<file path="src/rtl/split_lkp_pkg.sv">
`timescale 1ns/100ps
package split_lkp_pkg;
    typedef enum logic [1:0] {
        RES_LOCAL  = 2'd0,
        RES_REMOTE = 2'd1,
        RES_MISS   = 2'd2
    } result_e;

    typedef enum logic [2:0] {
        ST_IDLE   = 3'd0,
        ST_LOCAL  = 3'd1,
        ST_REMOTE = 3'd2,
        ST_MEM    = 3'd3,
        ST_RESP   = 3'd4
    } state_e;
endpackage

</file>
<file path="src/rtl/split_owner_table.sv">
`timescale 1ns/100ps
module split_owner_table #(
    parameter int NCPU   = 4,
    parameter int NSPLIT = 8,
    localparam int IDW   = (NCPU > 1) ? $clog2(NCPU) : 1
) (
    input  logic              clk,
    input  logic              rst_n,
    input  logic              wr_en,
    input  logic [IDW-1:0]    wr_cpu,
    input  logic [NSPLIT-1:0] wr_mask,
    input  logic [IDW-1:0]    rd_cpu,
    output logic [NSPLIT-1:0] rd_mask
);
    logic [NCPU-1:0][NSPLIT-1:0] rows;

    always_ff @(posedge clk or negedge rst_n) begin
        if (!rst_n)
            rows <= '0;
        else if (wr_en)
            rows[wr_cpu] <= wr_mask;
    end

    assign rd_mask = rows[rd_cpu];
endmodule

</file>
<file path="src/rtl/split_lfsr.sv">
`timescale 1ns/100ps
module split_lfsr #(
    parameter int          LW   = 8,
    parameter logic [LW-1:0] TAPS = 8'hB8,
    parameter logic [LW-1:0] SEED = 8'h5A
) (
    input  logic          clk,
    input  logic          rst_n,
    output logic [LW-1:0] value
);
    always_ff @(posedge clk or negedge rst_n) begin
        if (!rst_n)
            value <= SEED;
        else
            value <= {1'b0, value[LW-1:1]} ^ (value[0] ? TAPS : '0);
    end


    lfsr_nonzero_chk: assert property (@(posedge clk) disable iff (!rst_n)
        value != '0);
endmodule

</file>
<file path="src/rtl/split_pick.sv">
`timescale 1ns/100ps
module split_pick #(
    parameter int NSPLIT = 8,
    parameter int LW     = 8,
    localparam int SW    = (NSPLIT > 1) ? $clog2(NSPLIT) : 1,
    localparam int CW    = $clog2(NSPLIT + 1)
) (
    input  logic [NSPLIT-1:0] owned,
    input  logic [LW-1:0]     rnd,
    output logic [SW-1:0]     idx
);
    logic [NSPLIT-1:0] cand;
    logic [CW-1:0]     cnt;
    logic [LW-1:0]     nth;
    logic [LW-1:0]     seen;
    logic              found;

    always_comb begin
        cand = (owned == '0) ? '1 : owned;
        cnt  = '0;
        for (int i = 0; i < NSPLIT; i++)
            cnt = cnt + CW'(cand[i]);
        nth   = rnd % LW'(cnt);
        seen  = '0;
        found = 1'b0;
        idx   = '0;
        for (int i = 0; i < NSPLIT; i++) begin
            if (cand[i]) begin
                if (!found && seen == nth) begin
                    idx   = SW'(i);
                    found = 1'b1;
                end
                seen = seen + 1'b1;
            end
        end
    end
endmodule

</file>
<file path="src/rtl/split_lookup_ctrl.sv">
`timescale 1ns/100ps
module split_lookup_ctrl import split_lkp_pkg::*; #(
    parameter int NCPU   = 4,
    parameter int NSPLIT = 8,
    parameter int AW     = 16,
    parameter int LW     = 8,
    localparam int IDW   = (NCPU > 1) ? $clog2(NCPU) : 1,
    localparam int SW    = (NSPLIT > 1) ? $clog2(NSPLIT) : 1
) (
    input  logic              clk,
    input  logic              rst_n,
    input  logic              cfg_we,
    input  logic [IDW-1:0]    cfg_cpu,
    input  logic [NSPLIT-1:0] cfg_mask,
    input  logic              req_valid,
    output logic              req_ready,
    input  logic [IDW-1:0]    req_cpu,
    input  logic [AW-1:0]     req_addr,
    output logic [NSPLIT-1:0] split_cs,
    output logic [AW-1:0]     split_addr,
    input  logic [NSPLIT-1:0] split_hit,
    output logic              mem_req,
    output logic [AW-1:0]     mem_addr,
    input  logic              mem_ack,
    output logic              fill_en,
    output logic [SW-1:0]     fill_split,
    output logic              evict_en,
    output logic [SW-1:0]     evict_split,
    output logic              rsp_valid,
    output logic [1:0]        rsp_kind,
    output logic [SW-1:0]     rsp_split
);
    state_e            st, st_nx;
    result_e           kind_q, kind_nx;
    logic [NSPLIT-1:0] row_rd, row_q;
    logic [AW-1:0]     addr_q;
    logic [SW-1:0]     hit_q, hit_nx, tgt_q, tgt_nx, pick_idx;
    logic [LW-1:0]     rnd;
    logic [NSPLIT-1:0] loc_hits, rem_hits;

    function automatic logic [SW-1:0] lowest(input logic [NSPLIT-1:0] v);
        logic [SW-1:0] r;
        r = '0;
        for (int i = NSPLIT - 1; i >= 0; i--)
            if (v[i]) r = SW'(i);
        return r;
    endfunction

    split_owner_table #(.NCPU(NCPU), .NSPLIT(NSPLIT)) u_table (
        .clk(clk), .rst_n(rst_n), .wr_en(cfg_we), .wr_cpu(cfg_cpu),
        .wr_mask(cfg_mask), .rd_cpu(req_cpu), .rd_mask(row_rd)
    );

    split_lfsr #(.LW(LW)) u_lfsr (.clk(clk), .rst_n(rst_n), .value(rnd));

    split_pick #(.NSPLIT(NSPLIT), .LW(LW)) u_pick (
        .owned(row_q), .rnd(rnd), .idx(pick_idx)
    );

    assign loc_hits = split_hit & row_q;
    assign rem_hits = split_hit & ~row_q;

    // state register and captured request
    always_ff @(posedge clk or negedge rst_n) begin
        if (!rst_n) begin
            st     <= ST_IDLE;
            kind_q <= RES_LOCAL;
            row_q  <= '0;
            addr_q <= '0;
            hit_q  <= '0;
            tgt_q  <= '0;
        end else begin
            st     <= st_nx;
            kind_q <= kind_nx;
            hit_q  <= hit_nx;
            tgt_q  <= tgt_nx;
            if (st == ST_IDLE && req_valid) begin
                row_q  <= row_rd;
                addr_q <= req_addr;
            end
        end
    end

    // next-state logic
    always_comb begin
        st_nx   = st;
        kind_nx = kind_q;
        hit_nx  = hit_q;
        tgt_nx  = tgt_q;
        unique case (st)
            ST_IDLE:
                if (req_valid)
                    st_nx = (row_rd == '0) ? ST_REMOTE : ST_LOCAL;
            ST_LOCAL:
                if (|loc_hits) begin
                    st_nx   = ST_RESP;
                    kind_nx = RES_LOCAL;
                    hit_nx  = lowest(loc_hits);
                end else begin
                    st_nx = ST_REMOTE;
                end
            ST_REMOTE: begin
                tgt_nx = pick_idx;
                if (|rem_hits) begin
                    st_nx   = ST_RESP;
                    kind_nx = RES_REMOTE;
                    hit_nx  = lowest(rem_hits);
                end else begin
                    st_nx = ST_MEM;
                end
            end
            ST_MEM:
                if (mem_ack) begin
                    st_nx   = ST_RESP;
                    kind_nx = RES_MISS;
                end
            ST_RESP:
                st_nx = ST_IDLE;
            default:
                st_nx = ST_IDLE;
        endcase
    end

    // outputs
    always_comb begin
        req_ready   = (st == ST_IDLE);
        split_addr  = addr_q;
        mem_addr    = addr_q;
        mem_req     = (st == ST_MEM);
        unique case (st)
            ST_LOCAL:  split_cs = row_q;
            ST_REMOTE: split_cs = ~row_q;
            default:   split_cs = '0;
        endcase
        rsp_valid   = (st == ST_RESP);
        rsp_kind    = kind_q;
        rsp_split   = (kind_q == RES_LOCAL) ? hit_q : tgt_q;
        fill_en     = (st == ST_RESP) && (kind_q != RES_LOCAL);
        fill_split  = tgt_q;
        evict_en    = (st == ST_RESP) && (kind_q == RES_REMOTE);
        evict_split = hit_q;
    end


    probe_disjoint_chk: assert property (@(posedge clk) disable iff (!rst_n)
        ((|split_cs) && (|$past(split_cs))) |-> ((split_cs & $past(split_cs)) == '0));


    mem_after_miss_chk: assert property (@(posedge clk) disable iff (!rst_n)
        $rose(mem_req) |-> $past((split_cs != '0) && ((split_hit & split_cs) == '0)));


    fill_in_row_chk: assert property (@(posedge clk) disable iff (!rst_n)
        fill_en |-> ((row_q == '0) || row_q[fill_split]));


    evict_pair_chk: assert property (@(posedge clk) disable iff (!rst_n)
        evict_en |-> (fill_en && ((row_q == '0) || !row_q[evict_split])));


    rsp_pulse_chk: assert property (@(posedge clk) disable iff (!rst_n)
        rsp_valid |=> (!rsp_valid && req_ready));
endmodule

</file>
<file path="config.mk">
export PLATFORM = sky130hd
export DESIGN_NAME = split_lookup_ctrl
export DESIGN_NICKNAME = d
export VERILOG_FILES = /design/src/rtl/split_lkp_pkg.sv /design/src/rtl/split_owner_table.sv /design/src/rtl/split_lfsr.sv /design/src/rtl/split_pick.sv /design/src/rtl/split_lookup_ctrl.sv
export SDC_FILE = /design/constraint.sdc
export NUM_CORES = 1
export LEC_CHECK = 0
export BUFFER_PORTS_ARGS = -buffer_cell sky130_fd_sc_hd__buf_2
export CAP_MARGIN = 20
export CORE_MARGIN = 1
export CORE_UTILIZATION = 45
export DETAILED_ROUTE_END_ITERATION = 6
export PLACE_DENSITY = 0.75
export RECOVER_POWER = 25
export SYNTH_ARGS = -nofsm -noshare
export SYNTH_HDL_FRONTEND = slang
export SYNTH_HIERARCHICAL = 1
export SYNTH_SLANG_ARGS = --single-unit
</file>
<file path="constraint.sdc">
create_clock -name clk -period 14.29 [get_ports clk]
set_clock_uncertainty 0.15 [all_clocks]
set_input_delay 2.858 -clock clk [delete_from_list [all_inputs] [get_ports clk]]
set_output_delay 2.858 -clock clk [all_outputs]
set_load 0.01 [all_outputs]
</file>
# == After elaboration in Yosys (flattened, before gate mapping) ==
# Cells that the tools add are included.
# totals
elab_cells,152
ram_bits,0
memories,0
input_bits,41
reg_bits,75
latch_bits,0
mem_bits_ro,0
# classes
order_cmp,3
bitwise,4
eq_ne,16
n_shift,0
mux,73
div_mod_pow,1
n_mul,0
n_reduce_logical,31
n_addsub,13
# op_table
op,n
$mux W3,36
$mux W8,10
$eq A8 B8 Y1,6
$add A8 B1 Y8 const B,5
$bwmux W32,1
$add A4 B1 Y4,6
$logic_not A8 Y1,3
$and A8 B8 Y8,2
$bmux W8 S2,1
$demux W8 S2,1
$mux W1,16
$pmux W8 S2,1
$reduce_or A8 Y1,2
$pmux W3 S4,1
$logic_and A1 B1 Y1,11
$eq A1 B8 Y1,1
$mod A8 B4 Y8,1
$mux W2,4
$not A8 Y8,1
$xor A7 B8 Y8,1
$logic_not A1 Y1,7
$eq A3 B2 Y1 const B,2
$lt A2 B3 Y1 const B,2
$ne A2 B2 Y1 const B,3
other kinds (16),17

# == Longest topological paths before layout ==
# logic_depth
depth_word,41
mapped_depth,75
mapped_depth_nobuf,73

# == Modules after synthesis ==
# The synthesis kept the hierarchy.
# modules_own_cells
mod,instances,seq_area_each_um2,cells_per_inst,area_each_um2
split_pick,1,0.0,419,3001.6
split_lookup_ctrl,1,875.8,189,1945.6
split_owner_table,1,800.8,78,1401.3
split_lfsr,1,205.2,11,231.5

# == Worst setup path after synthesis ==
# OpenSTA, ideal clock, no wires.
# synth_path
kind,register to register
start,register row_q[2]
end,register tgt_q[1] (netlist: fill_split[1])
arrival_ps,15318
required_ps,14075
setup_time_ps,65
path_slack_ps,-1243
n_path_buf,3
path_stages_with_launch,73
cell_sequence,dfrtp_1 -> nor4_1 -> nand2_1 -> nor2_1 -> or2_2 -> clkbuf_1 -> fa_1 -> fa_1 -> inv_1 -> fa_1 -> inv_1 -> ha_1 -> fa_1 -> and2_1 -> a21oi_1 -> nor2_1 -> nor2_1 -> a21oi_1 -> [37 not listed] -> a21oi_1 -> ha_1 -> nand3_1 -> nor2_1 -> and2_1 -> o22ai_1 -> nand2_1 -> or3_4 -> o32ai_1 -> buf_2 -> mux2i_1 -> o2111ai_1 -> a311oi_1 -> a21oi_1 -> or3_1 -> a22oi_1 -> nand2_1 -> nand2_1
# synth_between
elab_chain_len,41
elab_cells_between_ends,71
classes_between,add/sub: 13; div: 1; eq/ne: 7; mux: 34; reduce/logical: 16
# synth_rtl
element,line_no,text
"start, declared",split_lookup_ctrl.sv:35,"logic [NSPLIT-1:0] row_rd, row_q;"
"start signal, assigned",split_lookup_ctrl.sv:78,row_q <= row_rd;
$logic_not A8 Y1,split_pick.sv:19,cand = (owned == '0) ? '1 : owned;
$mux W8 *,split_pick.sv:19,
$add A1 B1 Y2,split_pick.sv:22,cnt = cnt + CW'(cand[i]);
$add A4 B1 Y4 (6 in a row),split_pick.sv:22,
$mod A8 B4 Y8,split_pick.sv:23,nth = rnd % LW'(cnt);
$logic_not A8 Y1,split_pick.sv:29,if (!found && seen == nth) begin
$mux W1,split_pick.sv:29,
$mux W1,split_pick.sv:28,if (cand[i]) begin
[21 not listed],--,
$logic_and A1 B1 Y1,split_pick.sv:29,
$mux W1,split_pick.sv:29,
$mux W1,split_pick.sv:28,
$logic_not A1 Y1,split_pick.sv:29,
$logic_and A1 B1 Y1,split_pick.sv:29,
$mux W3,split_pick.sv:29,
$mux W3 *,split_pick.sv:28,
named net pick_idx[1],split_lookup_ctrl.sv:37,"logic [SW-1:0] hit_q, hit_nx, tgt_q, tgt_nx, pick_idx;"
"end signal, assigned",split_lookup_ctrl.sv:76,tgt_q <= tgt_nx;
"end, declared",split_lookup_ctrl.sv:37,
# Mark *: on every way through the listed nets, which the timed path passes. The rest lies on a longest branch.
# A chain may end at the register's enable or synchronous reset.

# == Worst setup path in the final report ==
# layout_path
start,register row_q[1]
end,register tgt_q[1] (netlist: fill_split[1])
# Same word-level chain as after synthesis.

==> flow_summary.ini <==
[outcome]
outcome = complete, but fails checks
violations = capacitance limit, slew limit

[clock_tree]
cts.clk_slew.worst_paths_ns = 0.06
cts.sinks = 75
clk_latency_ns = 0.33
cts_tree = yes
clock_path_buffers = 2
cts-buffers-inserted = 9
htree_num_levels = 3
root_buffer = clkbuf_16

[timing]
layout_min_cycle_time_ns = 14.25
setup_slack_ns = 0.0398
worstMarginPinSlew_ns = 3.94
rsz0062_at_grt = yes
fin_crit_sh_pct = 99.7
slew_headroom_pct = -163
fmax_mhz = 70.2
finalHoldViolations = 0
setup_viol = 0
drv_slew = 76

[grt]
grt_overflow = 0
track_usage_pct = 21.7
grtUsageMet3_pct = 3.87
grtUsageMet1_pct = 29.4
grt_pass1_vias = 5498
grt_antenna_before_repair = 0
grt.busiest_layer = met2
grt_max_degree = 76
grt_pass1_wl_um = 26100
grt_use_met2_pct = 35.3

[final_layout]
n_antenna_cell = 0
nNetsFinal = 917
final_cell_area_um2 = 8510
drive_above_1_share_pct = 44.8
multi_input_area_um2 = 4900
final-seq-area_um2 = 1880
fin_cells = 1023
area_growth_syn_to_layout_pct = 29.3
fillers = 1154

[worst_setup_path]
r2r_start = row_q[1]$_DFFE_PN0P_
critPathLaunchType = register
cp_max_fo = 5
cpLargestDelayFamily = simple AND/OR/NAND/NOR gates
worst-setup-path-type = register to register
worst_r2r_path_depth = 68
r2r_end = fill_split[1]$_DFFE_PN0P_
cp.buffers_inverters = 2
critical_path_arrival_ns = 14.37
cp_slowest_cell = or4b_1
endpoint_kind = register
r2r_slack_ns = 0.04
max_stage_delay_ns = 0.50
worstSetupStartpoint = row_q[1]$_DFFE_PN0P_
cp_data_required_time_ns = 14.41

[synthesis]
syn_avg_cell_area_um2 = 9.44
synth-seq-cells = 75
synth_ff_type = dfrtp_1
yosys_warnings = 6
synth_edf_count = 0
synth_nets = 776
synth_area_um2 = 6580
synthArstFlopShare_pct = 100
seq_area_frac_synth_pct = 28.6
ys_types = 96
syn_inst = 697

[routing]
first_pass_iters = 7
drc_errors = 0
wl_per_cell_um = 16.8
drt_iter0_markers = 316
vias_per_cell = 5.86
routed_wl_um = 17200
via_count = 5990
ant_nets = 0

[worst_hold_path]
min_to = u_lfsr/value[1]$_DFF_PN1_
hp-start = u_lfsr/value[2]$_DFF_PN0_
hold_depth = 0
min_path_type = register to register

[die]
chipWidth_um = 123
die_y_um = 123
rows = 43
initial_utilization_pct = 46.7
io_pins = 97
die_area_um2 = 15100
core_um2 = 14100

[placed_design]
port_buffers = 96
dpl.cell_count = 974
hpwl_um = 12100
dp_slack_ns = -0.479
place.gp.congestion = 0.906
placed_cell_area_um2 = 7530

[job]
maxCapViolCount = 1
==> how the worst max path moves through the flow <==
| stage | to | depth (start not counted) | slack, ns |
|---|---|---|---|
| global route | fill_split[1]$_DFFE_PN0P_ | 68 | -0.54 |
| finish | fill_split[1]$_DFFE_PN0P_ | 68 | 0.04 |
| floorplan | fill_split[1]$_DFFE_PN0P_ | 71 | -0.25 |
| global placement | fill_split[1]$_DFFE_PN0P_ | 67 | -0.21 |
| CTS | fill_split[1]$_DFFE_PN0P_ | 68 | 0.005 |
| detailed placement | fill_split[1]$_DFFE_PN0P_ | 68 | -0.48 |
==> state kept, by name (all words and copies together) (netlist names) <==
register / cells
u_lfsr/value: 8
u_table/rows: 32
mem_addr: 16
evict_split: 3
rsp_kind: 2
fill_split: 3
row_q: 8
st: 3
==> repair_timing <==
action,CTS,global route
endpoints found under the setup margin,3,3
gates resized for setup,18,53
setup buffers,8,25
hold buffers,0,0
pin swaps,10,67
==> layout by cell type (no fill, tap or decap), types with 5 or more instances in the layout <==
cell,synthesis,routed
nand2_1,61,56
a21oi_1,29,19
nand3_1,13,10
nor2_2,0,6
nand2b_1,12,11
buf_4,19,70
buf_2,7,94
nor3_2,3,5
inv_1,32,27
nor2_4,0,5
mux2_2,63,61
o21ai_0,27,23
dfrtp_1,71,71
or3_1,6,6
clkbuf_16,0,9
nand4_1,5,5
o21ai_1,7,5
o21a_1,11,9
a21o_1,13,13
ha_1,33,24
mux4_2,8,8
a21oi_4,0,5
inv_2,1,6
o22ai_1,7,6
nor2_1,43,32
nand2_2,0,5
or2_2,8,7
nor2b_1,6,6
xnor2_1,32,29
xor2_1,13,13
o21ai_2,2,7
ha_4,0,9
nor3_1,21,17
a21oi_2,3,8
mux2i_1,6,5
==> worst reg2reg max path, delay by kind of cell, from the launching register on <==
| kind | cells | cell delay (ns) |
|---|---|---|
| buffers and inverters | 2 | 0.10 |
| adder cells (fa/ha/maj) | 12 | 3.97 |
| flip-flops | 1 | 0.41 |
| multiplexers | 2 | 0.59 |
| AO/OA/AOI/OAI | 25 | 3.93 |
| XOR/XNOR | 2 | 0.46 |
| AND/OR/NAND/NOR | 25 | 4.56 |
==> layer usage <==
layer / part of all wire (%) / up-vias
met2: 49 / 218
li1: - / 2841
met3: 5.2 / 28
met4: 1.7 / 0
met1: 44 / 2903
met5: 0 / -
==> cell families after synthesis <==
family,Yosys count,synth area share [%]
and+or+nand+nor,221,18.3
AOI/OAI and AO/OA,164,18.3
muxes,79,14.9
DFF,75,28.6
buffers and inverters,71,5.27
xor gates and xnor gates,46,6.33
adders and majority gates,41,8.27
==> cells in the mapped netlist (all sizes together), types with 6 or more instances <==
master  number  area [µm²]
a211oi       6        50.1
a21o        13        97.6
a21oi       32         171
and2         6        37.5
buf         27         181
clkbuf      11        41.3
dfrtp       71        1780
ha          33         413
inv         33         124
mux2        64         724
mux2i        7        73.8
mux4         8         180
nand2       61         229
nand2b      12        75.1
nand3       15        85.1
nor2        43         161
nor2b        6        37.5
nor3        25         151
nor4         9        77.6
o211ai       6        60.1
o21a        11        82.6
o21ai       37         204
o22ai        7        43.8
or2         10        62.6
or3          7        48.8
xnor2       32         280
xor2        13         114
==> final cells by class <==
cell class	instances	share of cell area, %
clock inverters	7	1.24
well taps	180	2.65
clock buffers	9	2.65
repair buffers	168	12.3
multi-input cells	551	57.6
inverters	33	1.46
flip-flops and latches	75	22.1
==> per-stage QoR <==
| stage | TNS (ns) | hold slack (ns) | util (%) |
|---|---|---|---|
| floorplan | -0.283 | 0.231 | - |
| global placement | -0.241 | 0.253 | 53.4 |
| detailed placement | -0.936 | 0.255 | 53.4 |
| CTS | 0 | 0.264 | 56.9 |
| global route | -1.08 | 0.287 | 60.4 |
| finish | 0 | 0.269 | 60.4 |
Power is not shown: default switching activity piles up to over one toggle a cycle in this logic, so the estimate is an artifact.
